<file path="src/rtl/regxfer_pkg.sv">
package regxfer_pkg;

    localparam int XFER_DW = 32;

    typedef enum logic [1:0] {
        ST_IDLE = 2'd0,
        ST_XFER = 2'd1,
        ST_DONE = 2'd2
    } seq_state_t;

    // Load data as it must land in a 32-bit register.
    function automatic logic [XFER_DW-1:0] widen_load(
        input logic [XFER_DW-1:0] raw,
        input logic               is_long
    );
        logic [XFER_DW-1:0] res;
        if (is_long)
            res = raw;
        else
            res = {{(XFER_DW-16){raw[15]}}, raw[15:0]};
        return res;
    endfunction

endpackage

</file>
<file path="src/rtl/regxfer_pick.sv">
module regxfer_pick #(
    parameter int NREG = 16,
    parameter int IW   = $clog2(NREG)
) (
    input  logic [NREG-1:0] mask,
    input  logic            rev,
    output logic            any,
    output logic [IW-1:0]   idx
);

    logic [NREG-1:0] view;
    logic [IW-1:0]   pos;

    // Mirror the mask in reversed mode so a single lowest-bit search serves both orders.
    generate
        for (genvar g = 0; g < NREG; g++) begin : g_view
            assign view[g] = rev ? mask[NREG-1-g] : mask[g];
        end
    endgenerate

    always_comb begin
        pos = '0;
        any = 1'b0;
        for (int i = NREG - 1; i >= 0; i--) begin
            if (view[i]) begin
                pos = IW'(i);
                any = 1'b1;
            end
        end
    end

    assign idx = rev ? (IW'(NREG - 1) - pos) : pos;

    // The chosen index must be a selected register.
    always_comb begin
        if (any) begin
            p_pick_hit_r2: assert (mask[idx] == 1'b1)
                else $error("picker chose an unselected register");
        end
    end

endmodule

</file>
<file path="src/rtl/regxfer_addr.sv">
module regxfer_addr #(
    parameter int AW = 32
) (
    input  logic          clk,
    input  logic          rst_n,
    input  logic          load_en,
    input  logic [AW-1:0] load_val,
    input  logic          step_en,
    input  logic          dec,
    input  logic          long_sz,
    output logic [AW-1:0] cur_addr,
    output logic [AW-1:0] req_addr
);

    logic [AW-1:0] step;
    logic [AW-1:0] lowered;
    logic [AW-1:0] raised;

    assign step     = long_sz ? AW'(4) : AW'(2);
    assign lowered  = cur_addr - step;
    assign raised   = cur_addr + step;
    // Pre-decrement presents the lowered address; normal mode presents the current one.
    assign req_addr = dec ? lowered : cur_addr;

    always_ff @(posedge clk or negedge rst_n) begin
        if (!rst_n)
            cur_addr <= '0;
        else if (load_en)
            cur_addr <= load_val;
        else if (step_en)
            cur_addr <= dec ? lowered : raised;
    end

    p_step_up_r4: assert property (@(posedge clk) disable iff (!rst_n)
        (step_en && !load_en && !dec) |=> (cur_addr == $past(req_addr) + $past(step)))
        else $error("ascending step wrong");

    p_step_down_r5: assert property (@(posedge clk) disable iff (!rst_n)
        (step_en && !load_en && dec) |=> (cur_addr == $past(req_addr)))
        else $error("descending step wrong");

endmodule

</file>
<file path="src/rtl/regxfer_seq.sv">
module regxfer_seq
    import regxfer_pkg::*;
#(
    parameter int NREG = 16,
    parameter int AW   = 32,
    parameter int IW   = $clog2(NREG)
) (
    input  logic               clk,
    input  logic               rst_n,
    input  logic               start,
    input  logic [NREG-1:0]    sel_mask,
    input  logic               to_mem,
    input  logic               long_sz,
    input  logic               predec,
    input  logic [AW-1:0]      base_addr,
    output logic               mem_valid,
    input  logic               mem_ready,
    output logic               mem_write,
    output logic               mem_long,
    output logic [IW-1:0]      mem_idx,
    output logic [AW-1:0]      mem_addr,
    input  logic [XFER_DW-1:0] mem_rdata,
    output logic               reg_we,
    output logic [IW-1:0]      reg_widx,
    output logic [XFER_DW-1:0] reg_wdata,
    output logic               busy,
    output logic               done,
    output logic [AW-1:0]      end_addr
);

    seq_state_t      state, state_nx;
    logic [NREG-1:0] pend;
    logic [NREG-1:0] hit_onehot;
    logic [NREG-1:0] pend_after;
    logic            dir_q, long_q, dec_q;
    logic            launch;
    logic            accept;
    logic            pick_any;
    logic [IW-1:0]   pick_idx;
    logic [AW-1:0]   cur_addr;
    logic [AW-1:0]   req_addr;

    assign launch = (state == ST_IDLE) && start;
    assign accept = (state == ST_XFER) && mem_ready;

    regxfer_pick #(.NREG(NREG), .IW(IW)) u_pick (
        .mask (pend),
        .rev  (dec_q),
        .any  (pick_any),
        .idx  (pick_idx)
    );

    regxfer_addr #(.AW(AW)) u_addr (
        .clk      (clk),
        .rst_n    (rst_n),
        .load_en  (launch),
        .load_val (base_addr),
        .step_en  (accept),
        .dec      (dec_q),
        .long_sz  (long_q),
        .cur_addr (cur_addr),
        .req_addr (req_addr)
    );

    generate
        for (genvar g = 0; g < NREG; g++) begin : g_hit
            assign hit_onehot[g] = (pick_idx == IW'(g));
        end
    endgenerate

    assign pend_after = pend & ~hit_onehot;

    // State register
    always_ff @(posedge clk or negedge rst_n) begin
        if (!rst_n)
            state <= ST_IDLE;
        else
            state <= state_nx;
    end

    // Captured walk configuration and remaining-register set
    always_ff @(posedge clk or negedge rst_n) begin
        if (!rst_n) begin
            pend   <= '0;
            dir_q  <= 1'b0;
            long_q <= 1'b0;
            dec_q  <= 1'b0;
        end else if (launch) begin
            pend   <= sel_mask;
            dir_q  <= to_mem;
            long_q <= long_sz;
            dec_q  <= predec;
        end else if (accept) begin
            pend   <= pend_after;
        end
    end

    // Next state: LAUNCH, EMPTY, ADVANCE, FINISH, RETIRE
    always_comb begin
        state_nx = state;
        unique case (state)
            ST_IDLE: begin
                if (start)
                    state_nx = (sel_mask == '0) ? ST_DONE : ST_XFER;
            end
            ST_XFER: begin
                if (mem_ready && (pend_after == '0))
                    state_nx = ST_DONE;
            end
            ST_DONE: state_nx = ST_IDLE;
            default: state_nx = ST_IDLE;
        endcase
    end

    // Outputs
    always_comb begin
        mem_valid = 1'b0;
        reg_we    = 1'b0;
        busy      = 1'b0;
        done      = 1'b0;
        unique case (state)
            ST_IDLE: ;
            ST_XFER: begin
                mem_valid = 1'b1;
                busy      = 1'b1;
                reg_we    = mem_ready && !dir_q;
            end
            ST_DONE: begin
                busy = 1'b1;
                done = 1'b1;
            end
            default: ;
        endcase
    end

    assign mem_write = dir_q;
    assign mem_long  = long_q;
    assign mem_idx   = pick_idx;
    assign mem_addr  = req_addr;
    assign reg_widx  = pick_idx;
    assign reg_wdata = widen_load(mem_rdata, long_q);
    assign end_addr  = cur_addr;

    p_hold_r7: assert property (@(posedge clk) disable iff (!rst_n)
        (mem_valid && !mem_ready) |=>
            (mem_valid && $stable(mem_idx) && $stable(mem_addr) && $stable(mem_write)))
        else $error("request changed while stalled");

    p_done_pulse_r8: assert property (@(posedge clk) disable iff (!rst_n)
        done |=> (!done && !busy))
        else $error("done longer than one cycle");

    p_empty_r9: assert property (@(posedge clk) disable iff (!rst_n)
        (!busy && start && (sel_mask == '0)) |=> (done && !mem_valid))
        else $error("empty mask did not complete at once");

    p_store_quiet_r10: assert property (@(posedge clk) disable iff (!rst_n)
        mem_write |-> !reg_we)
        else $error("register written during store");

    p_we_on_accept_r10: assert property (@(posedge clk) disable iff (!rst_n)
        reg_we |-> (mem_valid && mem_ready))
        else $error("register write without handshake");

    p_dir_held_r11: assert property (@(posedge clk) disable iff (!rst_n)
        (mem_valid && $past(mem_valid)) |-> $stable(mem_write))
        else $error("direction changed mid-walk");

    p_xfer_has_work_r1: assert property (@(posedge clk) disable iff (!rst_n)
        mem_valid |-> pick_any)
        else $error("request with no pending register");

endmodule

</file>
<file path="config.mk">
export PLATFORM = sky130hd
export DESIGN_NAME = regxfer_seq
export DESIGN_NICKNAME = d
export VERILOG_FILES = /design/src/rtl/regxfer_pkg.sv /design/src/rtl/regxfer_pick.sv /design/src/rtl/regxfer_addr.sv /design/src/rtl/regxfer_seq.sv
export SDC_FILE = /design/constraint.sdc
export NUM_CORES = 1
export LEC_CHECK = 0
export BUFFER_PORTS_ARGS = -buffer_cell sky130_fd_sc_hd__clkbuf_2
export CAP_MARGIN = 10
export CORE_MARGIN = 8
export CORE_UTILIZATION = 51
export CTS_CLUSTER_DIAMETER = 50
export DETAILED_ROUTE_END_ITERATION = 16
export PLACE_DENSITY_LB_ADDON = 0.2
export SLEW_MARGIN = 40
export SYNTH_ARGS = -nofsm -noshare
export SYNTH_HDL_FRONTEND = slang
export SYNTH_HIERARCHICAL = 1
export SYNTH_SLANG_ARGS = --single-unit
</file>
<file path="constraint.sdc">
create_clock -name clk -period 3.9 [get_ports clk]
set_input_delay 0.39 -clock clk [delete_from_list [all_inputs] [get_ports clk]]
set_output_delay 0.39 -clock clk [all_outputs]
set_load 0.02 [all_outputs]
</file>
Word level (Yosys, flattened, before mapping)

Cells that the tools add are included.

$add $sub $neg: 3
Bitwise operators: 2
Reduce and logical (&&, ||, !) cells: 12
Muxes and demuxes: 49
Equal/unequal tests: 19

Operator list:

| kind                | count |
|---|---|
| $mux 32             | 5 |
| $mux 4              | 17 |
| $add 32x32->32      | 1 |
| $eq 4x4->1 const B  | 8 |
| $logic_not 16->1    | 2 |
| $mux 16             | 2 |
| $sub 32x32->32      | 1 |
| $mux 1              | 20 |
| $and 16x16->16      | 1 |
| $eq 4x3->1 const B  | 4 |
| $not 16->16         | 1 |
| $eq 4x2->1 const B  | 2 |
| $mux 2              | 3 |
| $eq 4x1->1 const B  | 1 |
| $logic_and 1x1->1   | 4 |
| $logic_not 4->1     | 1 |
| $pmux 2 s2          | 1 |
| $sub 4x4->4 const A | 1 |
| $mux 3              | 1 |
| $eq 2x1->1 const B  | 1 |
| $eq 2x2->1 const B  | 1 |
| $logic_not 2->1     | 1 |
| $ne 2x1->1 const B  | 1 |
| $ne 2x2->1 const B  | 1 |
| 4 further kinds     | 4 |

Output and inout port bits: 110
Input port bits: 87
Bits in registers: 53

Depth between registers and ports, before layout

Gate-level depths: netlist of the first run.

Depth in word-level cells: 26
Mapped depth: 13

By module

The synthesis of the first run kept the hierarchy.

Modules (own cells, without submodules):

| module       | cells each | instances | area an instance (µm²) |
|---|---|---|---|
| regxfer_addr | 419        | 1         | 3,390.8 |
| regxfer_seq  | 195        | 1         | 1,537.7 |
| regxfer_pick | 74         | 1         | 406.6 |

Least setup slack after synthesis of the first run

Ideal clock, no wire load.

Kind: flip-flop to flip-flop
From: reg dec_q
To: reg state[0]
Cell stages (with the launch flop): 13
Setup time: 131 ps
Arrival: 3,410 ps
Path buffers: 3
Period minus slack after synthesis: 3,542 ps
Path slack: 358 ps
Cells stage by stage: dfrtp_1 buf_6 buf_2 a211o_1 a31oi_1 nor4_1 nor3_1 buf_4 mux2_2 o32a_1 nor4_4 a21oi_1 or3_1

Cells in the longest elaborated chain, start to end: 26

Ends and longest elaborated chain:

| what                               | RTL line           | RTL |
|---|---|---|
| start, declared                    | regxfer_seq.sv:35  | `logic dir_q, long_q, dec_q;` |
| start signal, assigned             | regxfer_seq.sv:92  | `dec_q <= predec;` |
| $mux 1                             | regxfer_pick.sv:17 | `assign view[g] = rev ? mask[NREG-1-g] : mask[g];` |
| $mux 4 (16 in series)              | regxfer_pick.sv:25 | `if (view[i]) begin` |
| $sub 4x4->4                        | regxfer_pick.sv:32 | `assign idx = rev ? (IW'(NREG - 1) - pos) : pos;` |
| $mux 4 *                           | regxfer_pick.sv:32 |  |
| via mem_idx[0]                     | regxfer_seq.sv:20  | `output logic [IW-1:0] mem_idx,` |
| $eq 4x1->1 (tied with other cells) | regxfer_seq.sv:67  | `assign hit_onehot[g] = (pick_idx == IW'(g));` |
| $not 16->16 *                      | regxfer_seq.sv:71  | `assign pend_after = pend & ~hit_onehot;` |
| $and 16x16->16 *                   | regxfer_seq.sv:71  |  |
| $logic_not 16->1 *                 | regxfer_seq.sv:107 | `if (mem_ready && (pend_after == '0))` |
| $logic_and 1x1->1 *                | regxfer_seq.sv:107 |  |
| $ne 2x1->1 (no line) *             | --                 |  |
| $reduce_and 2->1 (no line) *       | --                 |  |
| end signal, assigned               | regxfer_seq.sv:78  | `state <= state_nx;` |
| end, declared                      | regxfer_seq.sv:31  | `seq_state_t state, state_nx;` |

The timed path passes the listed nets; every way through them passes the cells marked *.
A chain may end at the register's enable or synchronous reset.

Worst setup path in the final report of the first run

From: reg dec_q
To: out mem_addr[26]

Cells in the longest elaborated chain, start to end: 1

Ends and longest elaborated chain:

| what          | RTL line           | RTL |
|---|---|---|
| $mux 32       | regxfer_addr.sv:23 | `assign req_addr = dec ? lowered : cur_addr;` |
| end, declared | regxfer_seq.sv:21  | `output logic [AW-1:0] mem_addr,` |

No other way between the ends.

==> results of run 1 <==
==> final cells by class <==
type                       count  area [um^2]  area share (%)
multi-input combinational    541         3510            57.2
sequential                    53         1330            21.6
timing repair buffer         179          932            15.2
tap                          136          170            2.77
inverter                      23         86.3            1.41
clock buffer                   5         68.8            1.12
clock inverter                 3         46.3           0.754
==> final timing paths <==
check                                               start                               to  slack (ps)  depth (start not counted)
setup / recovery                        dec_q$_DFFE_PN0P_                     mem_addr[26]         470                          6
hold / removal                                      rst_n  u_addr/cur_addr[15]$_DFFE_PN0N_          60                          1
setup reg to reg                        dec_q$_DFFE_PN0P_             state[0]$_DFFE_PN0P_         520                         12
hold reg to reg            u_addr/cur_addr[0]$_DFFE_PN0P_   u_addr/cur_addr[0]$_DFFE_PN0P_         540                          1
max in group asynchronous                           rst_n  u_addr/cur_addr[26]$_DFFE_PN0N_        2970                          2
min in group clk                             base_addr[1]   u_addr/cur_addr[1]$_DFFE_PN0N_         260                          3
==> flip-flops by register name, summed over array words and instances, names as in the netlist <==
| signal | cells |
|---|---|
| mem_long | 1 |
| dec_q | 1 |
| state | 2 |
| mem_write | 1 |
| pend | 16 |
| u_addr/cur_addr | 32 |
==> power by group through the flow <==
stage	Sequential, uW	Clock [uW]	Combinational (uW)
global route	1550	442	4260
floorplan	1310	0	2960
finish	1490	403	3910
detailed placement	1480	0	3890
CTS	1470	419	3910
global placement	1470	0	3850
==> routing by layer <==
metal  wire length (um)  vias up  track usage [%]
met2               8430      325             41.0
met3               1730       38             6.00
li1                   -     2709                -
met5                  0        -                0
met4                414        0             8.89
met1               7550     2757             31.9
==> worst max-delay path, cell delays in order (launching register included) <==
cell and delay, ps:
dfrtp_1 780, buf_4 390, inv_2 150, or4_1 520, nor4_1 490, xor2_1 180
clkbuf_2 180
==> per-stage QoR <==
step / setup slack (ps) / power (uW)
final: 472 / 5810
after global routing: 292 / 6260
after CTS: 501 / 5800
after detailed placement: 565 / 5370
after global placement: 611 / 5320
after floorplan: 358 / 4270
==> results.cfg, run 1 <==
[hold_path]
hold_path.class = in -> async

[finish]
synthToLayoutAreaGrowth_pct = 15.2
layout_commonest_cell = clkbuf_2
finalNonFillerCells = 940
fin_util_pct = 60.0
layout_common_cells = clkbuf_2 (166), nand2_1 (90), o21ai_0 (54)
fin_nets = 899
nFillCells = 990
diodes = 0
stdcell_area_mm2 = 0.00614
drive_gt1_share_pct = 28.5

[sta]
max_freq_ghz = 0.292
hold_slack_ps = 62.5
finalCritPeriodShare_pct = 87.9
final-setup-viol-count = 0
final_max_slew_viol_count = 0
hold_viol_final = 0
worst_pin_slew_ps = 704
fin_tns_setup_ps = 0
final.setup_skew_ps = 10.1
fin_crit_ps = 3430
relSlewSlack_pct = 52.7
rsz0062_at_grt = no

[route]
drt-vias-per-instance = 6.20
firstDrtPassIters = 5
vias = 5829
drt_wl_total_mm = 18.1
drc = 0
ant_nets = 0
wl_per_cell_um = 19.3
drtIter0Drc = 664

[power_and_ir_drop]
pwr-share-seq_pct = 25.7
intPower_uw = 2430
leakage_uw = 0.00269
power_density_mw_per_mm2 = 946
p_sw_share_pct = 58.1
pwr-share-clk_pct = 6.9
p_comb_share_pct = 67.4
vdd_drop_max_v = 0.000669
switchingPower_uw = 3370

[synth]
synth_area_per_cell_um2 = 7.77
syn_nets = 782
synth_warnings = 6
syn-instance-count = 686
syn_area_mm2 = 0.00533

[setup_path]
cp-end-kind = output pin
startpoint_type = register
setup.worst_path.class = reg -> out
crit_fanout = 22
required_ps = 3510
worstPathArrival_ps = 3040

[clocking]
clkSinkCount = 53
cts_buffers = 5
cts_buffer_depth = 2
clk_latency_ps = 330
clk_pin_slew_ps = 110
cts_tree = yes
cts-root-buf = clkbuf_8
ctsHtreeMaxLevel = 2
ctsResizeCount = 0
hold_buffers = 0
post-cts-setup-buffers = 0

[grt]
grt_pass1_vias = 5840
grt_overflow = 0
grt_pass1_wl_mm = 29.6
globalRouteTotalUtil_pct = 25.2
antenna_found_initial = 0
grt_max_degree = 87

[die]
die_area_mm2 = 0.0140
rows = 37
coreArea_mm2 = 0.0102
fp.dieH_um = 118
pin_count = 197
start_util_pct = 52.1
die_w_um = 118

[place]
place_congestion = 0.884
dp.final_hpwl_mm = 13.7
dpl_cell_area_mm2 = 0.00602
io_buffers = 166
dpl.cell_count = 932

[run]
drv_cap = 0

[run_status]
status = completed
No activity file was read; power rests on OpenSTA's default activity.
==> inputs of run 2 (changes only) <==
Settings changed: CORE_MARGIN 8 to not set, MAX_ROUTING_LAYER set to met4.
==> run 2 against run 1 <==
  * Maximum frequency shrank 1.7%
  * Via count down 1.5%
  * Sequential cell count unchanged
  * Combinational power fell by 1%
  * Clock skew down 1.5 ps
  * First-iteration DRC count decreased by 28%
  * Sequential share of layout area is essentially flat
  * Core utilization increased by 1.6 points
  * Critical endpoint is now state[0]$_DFFE_PN0P_
  * Final cell count shrank 0.43%
  * Register-to-register slack lost 110 ps
  * Critical path depth increased by 5
  * Critical path type is now reg -> reg
  * Design area down 0.18%
==> results.cfg, run 2 (synthesis results as in run 1) <==
[run_status]
status = completed

[die]
coreArea_mm2 = 0.00995
die_area_mm2 = 0.0109
rows = 36
die_w_um = 104
start_util_pct = 53.5
pin_count = 197
fp.dieH_um = 104

[finish]
largest_reg_flops = 32
largest_register = u_addr/cur_addr
top_regs = u_addr/cur_addr x32, pend x16, state x2
drive_gt1_share_pct = 28.1
diodes = 0
synthToLayoutAreaGrowth_pct = 15.0
layout_common_cells = clkbuf_2 (165), nand2_1 (90), o21ai_0 (54)
fin_nets = 898
fin_util_pct = 61.6
layout_commonest_cell = clkbuf_2
nFillCells = 927

[setup_path]
startpoint_type = register
setup.worst_path.class = reg -> reg
required_ps = 4100
crit_fanout = 21
r2r-start = dec_q$_DFFE_PN0P_
cp-startpoint = dec_q$_DFFE_PN0P_
worstPathArrival_ps = 3690
cp-end-kind = register

[grt]
globalRouteTotalUtil_pct = 31.5
grt_max_degree = 87
grt_pass1_wl_mm = 27.0
antenna_found_initial = 0
grt_overflow = 0
grt_pass1_vias = 5297

[sta]
fin_tns_setup_ps = 0
rsz0062_at_grt = no
fin_crit_ps = 3490
relSlewSlack_pct = 45.3
final.setup_skew_ps = 8.63
hold_slack_ps = 90.2
final_max_slew_viol_count = 0
finalCritPeriodShare_pct = 89.4
final-setup-viol-count = 0
max_freq_ghz = 0.287
worst_pin_slew_ps = 820
hold_viol_final = 0
layout_setup_ws_ps = 411

[route]
drt_wl_total_mm = 16.8
drt-vias-per-instance = 6.14
firstDrtPassIters = 7
met3_length_mm = 1.31
drtIter0Drc = 480
vias = 5743
dr_wl_met2_mm = 7.73
wl_per_cell_um = 17.9
ant_nets = 0
met1_length_mm = 7.55
top_layer = met4
drc = 0

[clocking]
cts_tree = yes
clkSinkCount = 53
post-cts-setup-buffers = 0
cts-root-buf = clkbuf_8
clk_latency_ps = 320
ctsHtreeMaxLevel = 2
cts_buffers = 5
hold_buffers = 0
clk_pin_slew_ps = 100
cts_buffer_depth = 2
ctsResizeCount = 0

[run]
drv_cap = 0

[place]
io_buffers = 166
pre_cts_ws_ps = 458
dp.final_hpwl_mm = 12.5
place_congestion = 0.948

[hold_path]
hold_path.class = in -> async

[power_and_ir_drop]
power_density_mw_per_mm2 = 938
total_power_uw = 5750
vdd_drop_max_v = 0.000583
leakage_uw = 0.00269
==> run 2: changes by cell type in the layout (fill, tap and decap cells not counted), sizes merged <==
cell,previous run,this run
clkbuf,171,173
buf,13,12
clkinv,1,0
clkinvlp,1,0
==> run 2: layout make-up <==
type	count	area (um^2)	area share [%]
tap	133	166	2.72
multi-input combinational	541	3510	57.3
clock buffer	7	86.3	1.41
clock inverter	1	30.0	0.490
sequential	53	1330	21.6
timing repair buffer	178	923	15.1
inverter	23	86.3	1.41
==> run 2: layer usage <==
metal,GRT usage [%],vias up
met2,48.4,297
met1,43.7,2712
met4,7.96,0
met3,4.07,24
met5,-,-
li1,-,2710
==> run 2: path summary, 6_finish.rpt <==
| kind | depth (start not counted) | endpoint | slack (ps) |
|---|---|---|---|
| min in group clk | 3 | u_addr/cur_addr[6]$_DFFE_PN0N_ | 280 |
| setup / recovery | 11 | state[0]$_DFFE_PN0P_ | 410 |
| hold reg to reg | 1 | u_addr/cur_addr[0]$_DFFE_PN0P_ | 560 |
| setup reg to reg | 11 | state[0]$_DFFE_PN0P_ | 410 |
| hold / removal | 1 | u_addr/cur_addr[27]$_DFFE_PN0N_ | 90 |
| max in group asynchronous | 2 | u_addr/cur_addr[1]$_DFFE_PN0N_ | 3150 |
==> run 2: worst max-delay path: stages, from the launching register on <==
cell and delay (ps):
dfrtp_1 770, nor3_1 130, a21oi_1 160, and2b_1 200
o31a_1 250, o311a_1 290, nor3_1 300, buf_4 230
a41oi_1 160, nor4_4 380, a21oi_1 110, or3_1 370
==> run 2: report_power, final <==
group	internal, uW	switching [uW]	leakage [uW]	total, uW
sequential	807	674	0.000620	1480
combinational	1420	2440	0.00201	3860
clock	210	196	0.0000585	406
==> run 2: stage by stage <==
| stage | std cells | cell area, um^2 |
|---|---|---|
| after floorplan | 686 | 5330 |
| after global placement | 928 | 6010 |
| after detailed placement | 928 | 6010 |
| after CTS | 936 | 6130 |
| after global routing | 936 | 6130 |
| final | 936 | 6130 |
